**src/rtl/tkp_pkg.sv**
```systemverilog
// Shared types for the touch key processor.
// Assumes nothing beyond IEEE 1800-2017 packages.
package tkp_pkg;
    // Phase of one key channel: gathering calibration samples or running.
    typedef enum logic {
        PH_CAL = 1'b0,
        PH_RUN = 1'b1
    } key_phase_e;
endpackage

```
**src/rtl/tkp_tick_div.sv**
```systemverilog
// Divides the slow time-base pulse by DIV and emits a one-cycle strobe
// in the same cycle as every DIV-th pulse.
// Assumes tick_i is a single-cycle pulse; DIV >= 1.
module tkp_tick_div #(
    parameter int unsigned DIV = 2
) (
    input  logic clk,
    input  logic rst_n,
    input  logic tick_i,
    output logic strobe_o
);
    localparam int unsigned CW = (DIV > 1) ? $clog2(DIV) : 1;

    logic [CW-1:0] cnt_q;

    // Strobe on the last pulse of each group.
    assign strobe_o = tick_i && (cnt_q == CW'(DIV - 1));

    // Count pulses, wrapping at DIV.
    always_ff @(posedge clk) begin
        if (!rst_n) begin
            cnt_q <= '0;
        end else if (tick_i) begin
            cnt_q <= strobe_o ? '0 : cnt_q + 1'b1;
        end
    end


    div_range_chk: assert property (@(posedge clk) disable iff (!rst_n)
        cnt_q <= CW'(DIV - 1));
endmodule

```
**src/rtl/tkp_key_chan.sv**
```systemverilog
// One key channel: calibration by averaging, threshold compare, integrator,
// hysteretic release, asymmetric armed drift and stuck-key timeout.
// Assumes hit_i and tick_i may coincide; a timeout wins over a sample.
module tkp_key_chan
    import tkp_pkg::*;
#(
    parameter int unsigned SW      = 12,
    parameter int unsigned THRESH  = 4,
    parameter int unsigned HYST    = 1,
    parameter int unsigned CONFIRM = 3,
    parameter int unsigned CAL_N   = 4,
    parameter int unsigned TW      = 10
) (
    input  logic          clk,
    input  logic          rst_n,
    input  logic          hit_i,
    input  logic [SW-1:0] sample_i,
    input  logic          tick_i,
    input  logic          up_strobe_i,
    input  logic          dn_strobe_i,
    input  logic [TW-1:0] limit_i,
    output logic          touch_o
);
    localparam int unsigned CAL_LG = $clog2(CAL_N);
    localparam int unsigned ACC_W  = SW + CAL_LG;
    localparam int unsigned CNT_W  = (CAL_LG > 0) ? CAL_LG : 1;
    localparam int unsigned IW     = (CONFIRM > 1) ? $clog2(CONFIRM) : 1;
    localparam int unsigned DW     = SW + 2;
    localparam logic signed [DW-1:0] THR_S = DW'(THRESH);
    localparam logic signed [DW-1:0] REL_S = DW'(THRESH - HYST);

    key_phase_e        phase_q;
    logic [SW-1:0]     ref_q;
    logic [ACC_W-1:0]  acc_q;
    logic [CNT_W-1:0]  ccnt_q;
    logic [IW-1:0]     integ_q;
    logic              det_q;
    logic [TW-1:0]     tmr_q;
    logic              pend_up_q;
    logic              pend_dn_q;

    logic signed [DW-1:0] diff;
    logic                 below;
    logic                 rel;
    logic [ACC_W-1:0]     acc_sum;
    logic [TW:0]          tmr_nx;
    logic                 timeout;

    // Signed distance of the sample below the reference.
    assign diff    = $signed({2'b00, ref_q}) - $signed({2'b00, sample_i});
    assign below   = (diff >= THR_S);
    assign rel     = (diff < REL_S);
    assign acc_sum = acc_q + ACC_W'(sample_i);
    assign tmr_nx  = {1'b0, tmr_q} + 1'b1;
    assign timeout = tick_i && det_q && (tmr_nx >= {1'b0, limit_i});
    assign touch_o = det_q;

    // Armed drift steps: set by strobes, consumed by this key's samples.
    always_ff @(posedge clk) begin
        if (!rst_n) begin
            pend_up_q <= 1'b0;
            pend_dn_q <= 1'b0;
        end else begin
            pend_up_q <= up_strobe_i | (pend_up_q & ~hit_i);
            pend_dn_q <= dn_strobe_i | (pend_dn_q & ~hit_i);
        end
    end

    // Main key state: calibration, detection, drift and hold timer.
    always_ff @(posedge clk) begin
        if (!rst_n) begin
            phase_q <= PH_CAL;
            ref_q   <= '0;
            acc_q   <= '0;
            ccnt_q  <= '0;
            integ_q <= '0;
            det_q   <= 1'b0;
            tmr_q   <= '0;
        end else if (timeout) begin
            phase_q <= PH_CAL;
            acc_q   <= '0;
            ccnt_q  <= '0;
            integ_q <= '0;
            det_q   <= 1'b0;
            tmr_q   <= '0;
        end else begin
            if (tick_i && det_q) begin
                tmr_q <= tmr_nx[TW-1:0];
            end
            if (hit_i) begin
                if (phase_q == PH_CAL) begin
                    if (ccnt_q == CNT_W'(CAL_N - 1)) begin
                        ref_q   <= SW'(acc_sum >> CAL_LG);
                        phase_q <= PH_RUN;
                        acc_q   <= '0;
                        ccnt_q  <= '0;
                    end else begin
                        acc_q  <= acc_sum;
                        ccnt_q <= ccnt_q + 1'b1;
                    end
                end else if (det_q) begin
                    if (rel) begin
                        det_q <= 1'b0;
                    end
                end else begin
                    if (below) begin
                        if (integ_q == IW'(CONFIRM - 1)) begin
                            det_q   <= 1'b1;
                            integ_q <= '0;
                            tmr_q   <= '0;
                        end else begin
                            integ_q <= integ_q + 1'b1;
                        end
                    end else begin
                        integ_q <= '0;
                    end
                    if (sample_i > ref_q && pend_up_q) begin
                        ref_q <= ref_q + 1'b1;
                    end else if (sample_i < ref_q && pend_dn_q) begin
                        ref_q <= ref_q - 1'b1;
                    end
                end
            end
        end
    end


    cal_quiet_chk: assert property (@(posedge clk) disable iff (!rst_n)
        (phase_q == PH_CAL) |-> !det_q);


    confirm_rise_chk: assert property (@(posedge clk) disable iff (!rst_n)
        $rose(det_q) |-> $past(hit_i && below && phase_q == PH_RUN
                               && integ_q == IW'(CONFIRM - 1)));


    no_rise_high_chk: assert property (@(posedge clk) disable iff (!rst_n)
        (hit_i && !below) |=> !$rose(det_q));


    ref_frozen_chk: assert property (@(posedge clk) disable iff (!rst_n)
        (det_q && $past(det_q)) |-> $stable(ref_q));


    ref_slew_chk: assert property (@(posedge clk) disable iff (!rst_n)
        (phase_q == PH_RUN && $past(phase_q) == PH_RUN) |->
        (ref_q == $past(ref_q) || ref_q == $past(ref_q) + 1'b1
         || ref_q == $past(ref_q) - 1'b1));


    drop_cause_chk: assert property (@(posedge clk) disable iff (!rst_n)
        $fell(det_q) |-> $past((hit_i && rel) || tick_i));


    integ_range_chk: assert property (@(posedge clk) disable iff (!rst_n)
        integ_q <= IW'(CONFIRM - 1));
endmodule

```
**src/rtl/touch_key_proc.sv**
```systemverilog
// Touch key processor top: routes tagged samples to per-key channels,
// divides the time base into drift strobes and selects the hold limit.
// Assumes samples for indices >= NKEYS are not presented.
module touch_key_proc
    import tkp_pkg::*;
#(
    parameter int unsigned NKEYS      = 4,
    parameter int unsigned SW         = 12,
    parameter int unsigned THRESH     = 4,
    parameter int unsigned HYST_DIV   = 4,
    parameter int unsigned CONFIRM    = 3,
    parameter int unsigned CAL_N      = 4,
    parameter int unsigned UP_TICKS   = 2,
    parameter int unsigned DN_TICKS   = 10,
    parameter int unsigned HOLD_SHORT = 100,
    parameter int unsigned HOLD_LONG  = 600
) (
    input  logic                     clk,
    input  logic                     rst_n,
    input  logic                     smp_valid_i,
    input  logic [$clog2(NKEYS)-1:0] smp_key_i,
    input  logic [SW-1:0]            smp_val_i,
    input  logic                     time_tick_i,
    input  logic                     long_hold_i,
    output logic [NKEYS-1:0]         key_touch_o
);
    localparam int unsigned KEY_W = $clog2(NKEYS);
    localparam int unsigned HMAX  = (HOLD_LONG > HOLD_SHORT) ? HOLD_LONG : HOLD_SHORT;
    localparam int unsigned TW    = $clog2(HMAX + 1);
    localparam int unsigned HYST  = THRESH / HYST_DIV;

    logic          up_strobe;
    logic          dn_strobe;
    logic [TW-1:0] limit;

    // Hold limit shared by all keys.
    assign limit = long_hold_i ? TW'(HOLD_LONG) : TW'(HOLD_SHORT);

    tkp_tick_div #(.DIV(UP_TICKS)) u_up_div (
        .clk      (clk),
        .rst_n    (rst_n),
        .tick_i   (time_tick_i),
        .strobe_o (up_strobe)
    );

    tkp_tick_div #(.DIV(DN_TICKS)) u_dn_div (
        .clk      (clk),
        .rst_n    (rst_n),
        .tick_i   (time_tick_i),
        .strobe_o (dn_strobe)
    );

    for (genvar g = 0; g < NKEYS; g++) begin : g_key
        logic hit;
        assign hit = smp_valid_i && (smp_key_i == KEY_W'(g));

        tkp_key_chan #(
            .SW      (SW),
            .THRESH  (THRESH),
            .HYST    (HYST),
            .CONFIRM (CONFIRM),
            .CAL_N   (CAL_N),
            .TW      (TW)
        ) u_chan (
            .clk         (clk),
            .rst_n       (rst_n),
            .hit_i       (hit),
            .sample_i    (smp_val_i),
            .tick_i      (time_tick_i),
            .up_strobe_i (up_strobe),
            .dn_strobe_i (dn_strobe),
            .limit_i     (limit),
            .touch_o     (key_touch_o[g])
        );
    end


    one_key_moves_chk: assert property (@(posedge clk) disable iff (!rst_n)
        !$past(time_tick_i) |-> $countones(key_touch_o ^ $past(key_touch_o)) <= 1);
endmodule

```
**config.mk**
```make
export PLATFORM = sky130hd
export DESIGN_NAME = touch_key_proc
export DESIGN_NICKNAME = d
export VERILOG_FILES = /design/src/rtl/tkp_pkg.sv /design/src/rtl/tkp_tick_div.sv /design/src/rtl/tkp_key_chan.sv /design/src/rtl/touch_key_proc.sv
export SDC_FILE = /design/constraint.sdc
export NUM_CORES = 1
export LEC_CHECK = 0
export BUFFER_PORTS_ARGS = -buffer_cell sky130_fd_sc_hd__buf_2
export CORE_MARGIN = 1.5
export CORE_UTILIZATION = 60
export DETAILED_ROUTE_END_ITERATION = 16
export GPL_TIMING_DRIVEN = 0
export PLACE_DENSITY_LB_ADDON = 0.12
export SYNTH_ARGS = -nofsm -noshare
export SYNTH_HDL_FRONTEND = slang
export SYNTH_SLANG_ARGS = --single-unit
export TNS_END_PERCENT = 10
```
**constraint.sdc**
```tcl
create_clock -name clk -period 5.2 [get_ports clk]
set_input_delay 0 -clock clk [delete_from_list [all_inputs] [get_ports clk]]
set_output_delay 0 -clock clk [all_outputs]
set_load 0.01 [all_outputs]
```
==> After elaboration in Yosys (flattened, before gate mapping) <==
Cells that the tools add are included.
{ "classes": {"n_addsub": 30, "n_lt_le_gt_ge": 20, "eq_ne": 20, "muxes": 87, "n_bitwise": 33, "n_reduce_logical": 47} }
{ "op_table": {"columns": ["cell", "n"], "rows": [
  ["$mux W10", 25],
  ["$mux W12", 20],
  ["$add A14 B12 Y14", 4],
  ["$ge A14 B4 Y1 const B", 4],
  ["$lt A14 B3 Y1 const B", 4],
  ["$mux W14", 4],
  ["$sub A12 B12 Y13", 4],
  ["$add A12 B1 Y12 const B", 4],
  ["$gt A12 B12 Y1", 4],
  ["$lt A12 B12 Y1", 4],
  ["$sub A12 B1 Y12 const B", 4],
  ["$add A10 B1 Y11 const B", 4],
  ["$ge A11 B10 Y1", 4],
  ["$mux W1", 25],
  ["$mux W2", 12],
  ["$logic_and A1 B1 Y1", 22],
  ["$eq A2 B2 Y1 const B", 10],
  ["$reduce_and A5 Y1", 4],
  ["$not A1 Y1", 17],
  ["$add A2 B1 Y2 const B", 8],
  ["$reduce_and A2 Y1", 8],
  ["$ne A3 B3 Y1 const B", 4],
  ["$reduce_and A3 Y1", 4],
  ["$and A1 B1 Y1", 8],
  ["other kinds (10)", 26]
]} }
{ "word_totals": {"ff_bits": 181, "out_inout_bits": 4, "elab_cells": 275} }

==> Depth between registers and ports, before layout <==
{ "logic_depth": {"word_depth": 7, "mapped_depth": 17, "ltp_nobuf": 17} }

==> Modules after synthesis <==
From an unflattened synthesis, not the netlist that was laid out.
{ "hier_totals": {"hier_cells": 2058, "area_unflattened_um2": 16200.5} }
{ "by_module_without_submodules": {"columns": ["module", "n_inst", "cells_each", "area_per_inst_um2"], "rows": [
  ["tkp_key_chan at g_key[0].u_chan ...", 3, 506, 3975.1],
  ["tkp_key_chan at g_key[1].u_chan", 1, 507, 3978.8],
  ["tkp_tick_div at u_dn_div", 1, 22, 205.2],
  ["touch_key_proc", 1, 7, 48.8],
  ["tkp_tick_div at u_up_div", 1, 4, 42.5]
]} }

==> Worst setup path after synthesis <==
Ideal clock, no wire load.
{ "synth_timing": {"kind": "register to register", "startpoint": "register g_key[1].u_chan.ref_q[0]", "endpoint": "register g_key[1].u_chan.ref_q[11]", "setup_time_ns": 0.070, "arrival_time_ns": 3.974, "required_ns": 5.130, "setup_slack_ns": 1.156, "stages_incl_launch_ff": 16, "n_path_buf": 0, "path_cell_list": "dfxtp_1 > inv_1 > ha_1 > nand2b_1 > a211o_1 > a21o_1 > o2111ai_1 > ha_1 > a211oi_1 > o21ai_1 > a2111oi_0 > nor3_1 > a31oi_1 > xnor2_1 > a211o_1 > a21oi_1"} }
{ "synth_via": {"elab_chain_len": 5, "elab_cells_between_ends": 12} }
{ "synth_rtl": {"columns": ["item", "line", "text"], "rows": [
  ["start: declaration", "tkp_key_chan.sv:33", "logic [SW-1:0] ref_q;"],
  ["start signal: assignment", "tkp_key_chan.sv:93", "ref_q <= SW'(acc_sum >> CAL_LG);"],
  ["start signal: assignment", "tkp_key_chan.sv:118", "ref_q <= ref_q + 1'b1;"],
  ["start signal: assignment", "tkp_key_chan.sv:120", "ref_q <= ref_q - 1'b1;"],
  ["$sub A12 B1 Y12 or $gt A12 B12 Y1 (tied branches)", "tkp_key_chan.sv:120, tkp_key_chan.sv:117", null],
  ["$mux W12 or $logic_and A1 B1 Y1 (tied branches)", "tkp_key_chan.sv:119, tkp_key_chan.sv:117", null],
  ["$mux W12", "tkp_key_chan.sv:117", "if (sample_i > ref_q && pend_up_q) begin"],
  ["$mux W12", "tkp_key_chan.sv:101", "end else if (det_q) begin"],
  ["$mux W12", "tkp_key_chan.sv:91", "if (phase_q == PH_CAL) begin"]
]} }
Parallel ways exist; a longest one is shown, timed or not. The select of a mux whose other input is x is not followed.
A chain may end at the register's enable or synchronous reset.

==> Worst setup path after layout <==
Ends and elaborated chain as after synthesis.

==> flow_metrics.tcl <==
set metrics [dict create \
    fp.dieW_um 163 \
    max_freq_ghz 0.203 \
    worstPathArrival_ns 5.30 \
    drcViolationCount 0 \
    post_cts_buffers 0 \
    hpwl_um 30500 \
    finalWirelength_um 40500 \
    max_stage_delay_ns 1.03 \
    cts_tree "yes" \
    first_pass_iters 9 \
    cts.sinks 181 \
    crit_fanout 13 \
    die_h_um 163 \
    min_period_ns 4.94 \
    rsz0062_at_grt "false" \
    drt_iter0_markers 1168 \
    port_buffers 21 \
    dp_slack_ns 0.0151 \
    cts.clk_slew.worst_paths_ns 0.07 \
    die_area_um2 26700 \
    vias 14300 \
    hold_viol_final 0 \
    final_common_cell "nor2_1" \
    crit_path_start_kind "flop" \
    ios 23 \
    setup_viol_count_final 0 \
    finish.utilization 0.655 \
    synth_cells 1930 \
    nNetsFinal 2171 \
    fin_skew_ns 0.0146 \
    slew_violations 0 \
    hold_buffers 0 \
    grt_overflow 0 \
    diodes 0 \
    crit_slowest_cell "o2111ai_1" \
    synth-edff-count 0 \
    worst_ep_required_time_ns 5.57 \
    whs_ns 0.0417 \
    antenna_found_initial 0 \
    yosysWarnings 0 \
    syn2layout_area_growth_pct 7.03 \
    fin_setup_tns_ns 0 \
    layout-drive-gt1-share 0.0661 \
    p_per_area_nw_per_um2 199 \
    wl_per_cell_um 17.5 \
    ys_ff_latch 181 \
    viasPerCell 6.16 \
    synth.distinct_cells 97 \
    path_cells "inv_1 -> ha_1 -> nand2b_1 -> a211o_1 -> a21o_1 -> o2111ai_1 -> ha_1 -> a211oi_1 -> o21ai_1 -> a2111oi_0 -> nor3_1 -> a31oi_1 -> xnor2_1 -> a211o_1 -> a21oi_1" \
    relSlewSlack 0.157 \
    start_util 0.612 \
    clock_latency_ns 0.45 \
    status "finished clean" \
    htreeDepth 4 \
    grt_max_degree 18 \
    yosysSeqAreaShare 0.235 \
    layout_common_cells "nor2_1 (255), dfxtp_1 (181), ha_1 (170)" \
    setup_ws_ns 0.265 \
    clockBufferDepth 2 \
    syn-num-nets 2131 \
    period_share 0.949 \
    clockRootBuffer "clkbuf_16" \
    place.gp.congestion 0.922 \
    power_leakage_nw 6.85 \
    syn_area_per_cell_um2 8.00 \
    drv_cap 0 \
    grt_pass1_wl_um 65000 \
    synth_flop_cell "dfxtp_1" \
    path_delay_family "compound AO/OA/AOI/OAI gates" \
    cp.depth 15 \
    core-area_um2 25300 \
    numCtsBuffers 17 \
    min_path_type "in -> reg" \
    syn-cell-area_um2 15400 \
    worstMarginPinSlew_ns 1.26 \
    grt_pass1_vias 13100 \
    antenna_left 0 \
    irDropWorstVdd_mv 0.185 \
    r2r_cells 15 \
    hold_path_depth 4 \
    crit_path_end_kind "flop" \
    ctsResizeCount 0 \
    worstSetupPathType "reg -> reg" \
    rows 58 \
    crit_buf_inv 1 \
    synthArstFlopShare 0 \
    track_usage 0.305 \
]
## synthesized netlist by cell type (all sizes together) (8+ instances only)
master,instances,area share
nor4,12,0.0062
a211oi,32,0.016
a221oi,8,0.0069
inv,71,0.017
a22oi,36,0.017
xnor2,103,0.058
a211o,19,0.011
o21ai,89,0.030
dfxtp,181,0.23
and3,26,0.011
nor3,65,0.022
xor2,49,0.028
mux2,16,0.012
and2,16,0.0065
o31ai,8,0.0039
or3,13,0.0053
nand3b,11,0.0053
a21o,38,0.018
fa,12,0.016
nor2,255,0.062
o211ai,9,0.0044
or2,11,0.0045
nand3,57,0.019
a21oi,167,0.055
nand4,13,0.0066
nor2b,24,0.0097
buf,27,0.010
nand2,121,0.029
ha,170,0.14
clkbuf,44,0.011
o21a,31,0.015
nor3b,19,0.0092
o21bai,16,0.0078
nand2b,21,0.0085
mux2i,41,0.027
a31oi,12,0.0053
o311ai,10,0.0073
## metal layers
layer  part of all wire  global-route usage  up-vias
li1                   -                   -     7117
met1               0.48               0.419     6681
met2               0.44               0.490      373
met3              0.052              0.0358       84
met4              0.034               0.109        0
met5                  0                   0        -
## worst register-to-register path, stage by stage, from the launching register on
cell and delay [ns]:
dfxtp_1 0.46, inv_1 0.07, ha_1 0.20, nand2b_1 0.16, a211o_1 0.30, a21o_1 0.24, o2111ai_1 1.03, ha_1 0.43
a211oi_1 0.43, o21ai_1 0.17, a2111oi_0 0.44, nor3_1 0.16, a31oi_1 0.25, xnor2_1 0.10, a211o_1 0.30, a21oi_1 0.14
## cell families after synthesis
| group | share of synthesized area |
|---|---|
| muxes | 0.0382 |
| AOI/OAI and AO/OA | 0.234 |
| xor gates and xnor gates | 0.0862 |
| DFF | 0.235 |
| adders and majority gates | 0.153 |
| buffers and inverters | 0.0382 |
| and+or+nand+nor | 0.216 |
## flip-flops by register name (all words and copies together), names as in the netlist
name and flops:
g_key.u_chan.ref_q 48, g_key.u_chan.phase_q 4, g_key.u_chan.acc_q 56, u_up_div.cnt_q 1, g_key.u_chan.tmr_q 40, g_key.u_chan.ccnt_q 8, g_key.u_chan.pend_dn_q 4, u_dn_div.cnt_q 4
g_key.u_chan.touch_o 4, g_key.u_chan.pend_up_q 4, g_key.u_chan.integ_q 8
## report_power, final
part | switching [mW] | internal [mW]
clock network | 0.624 | 0.674
logic | 0.353 | 0.210
registers | 0.0144 | 1.41
total | 0.992 | 2.29
## cell type report
type | count | area, um2
multi-input cells | 1607 | 11200
fillers | 2232 | 8720
flip-flops and latches | 181 | 3620
clock buffers | 18 | 429
well taps | 330 | 413
plain buffers | 71 | 324
inverters | 71 | 267
clock inverters | 14 | 139
repair buffers | 21 | 105
## worst paths after layout
path	from	endpoint	slack [ns]
min reg2reg	g_key[1].u_chan.acc_q[2]$_SDFFE_PP0P_	g_key[1].u_chan.acc_q[2]$_SDFFE_PP0P_	0.47
max reg2reg	g_key[1].u_chan.ref_q[0]$_SDFFE_PN0P_	g_key[1].u_chan.ref_q[11]$_SDFFE_PN0P_	0.26
min	smp_valid_i	g_key[1].u_chan.pend_up_q$_SDFF_PN0_	0.04
max	g_key[1].u_chan.ref_q[0]$_SDFFE_PN0P_	g_key[1].u_chan.ref_q[11]$_SDFFE_PN0P_	0.26
## through the flow
| step | power, mW | instances | cell area (um2) |
|---|---|---|---|
| 3_5_place_dp | 2.01 | 2281 | 16000 |
| 3_3_place_gp | 1.99 | 2281 | 16000 |
| 6_report | 3.28 | 2313 | 16500 |
| 4_1_cts | 3.29 | 2313 | 16500 |
| 2_1_floorplan | 1.86 | 1930 | 15400 |
| 5_1_grt | 3.42 | 2313 | 16500 |
(Power assumes the default switching activity.)
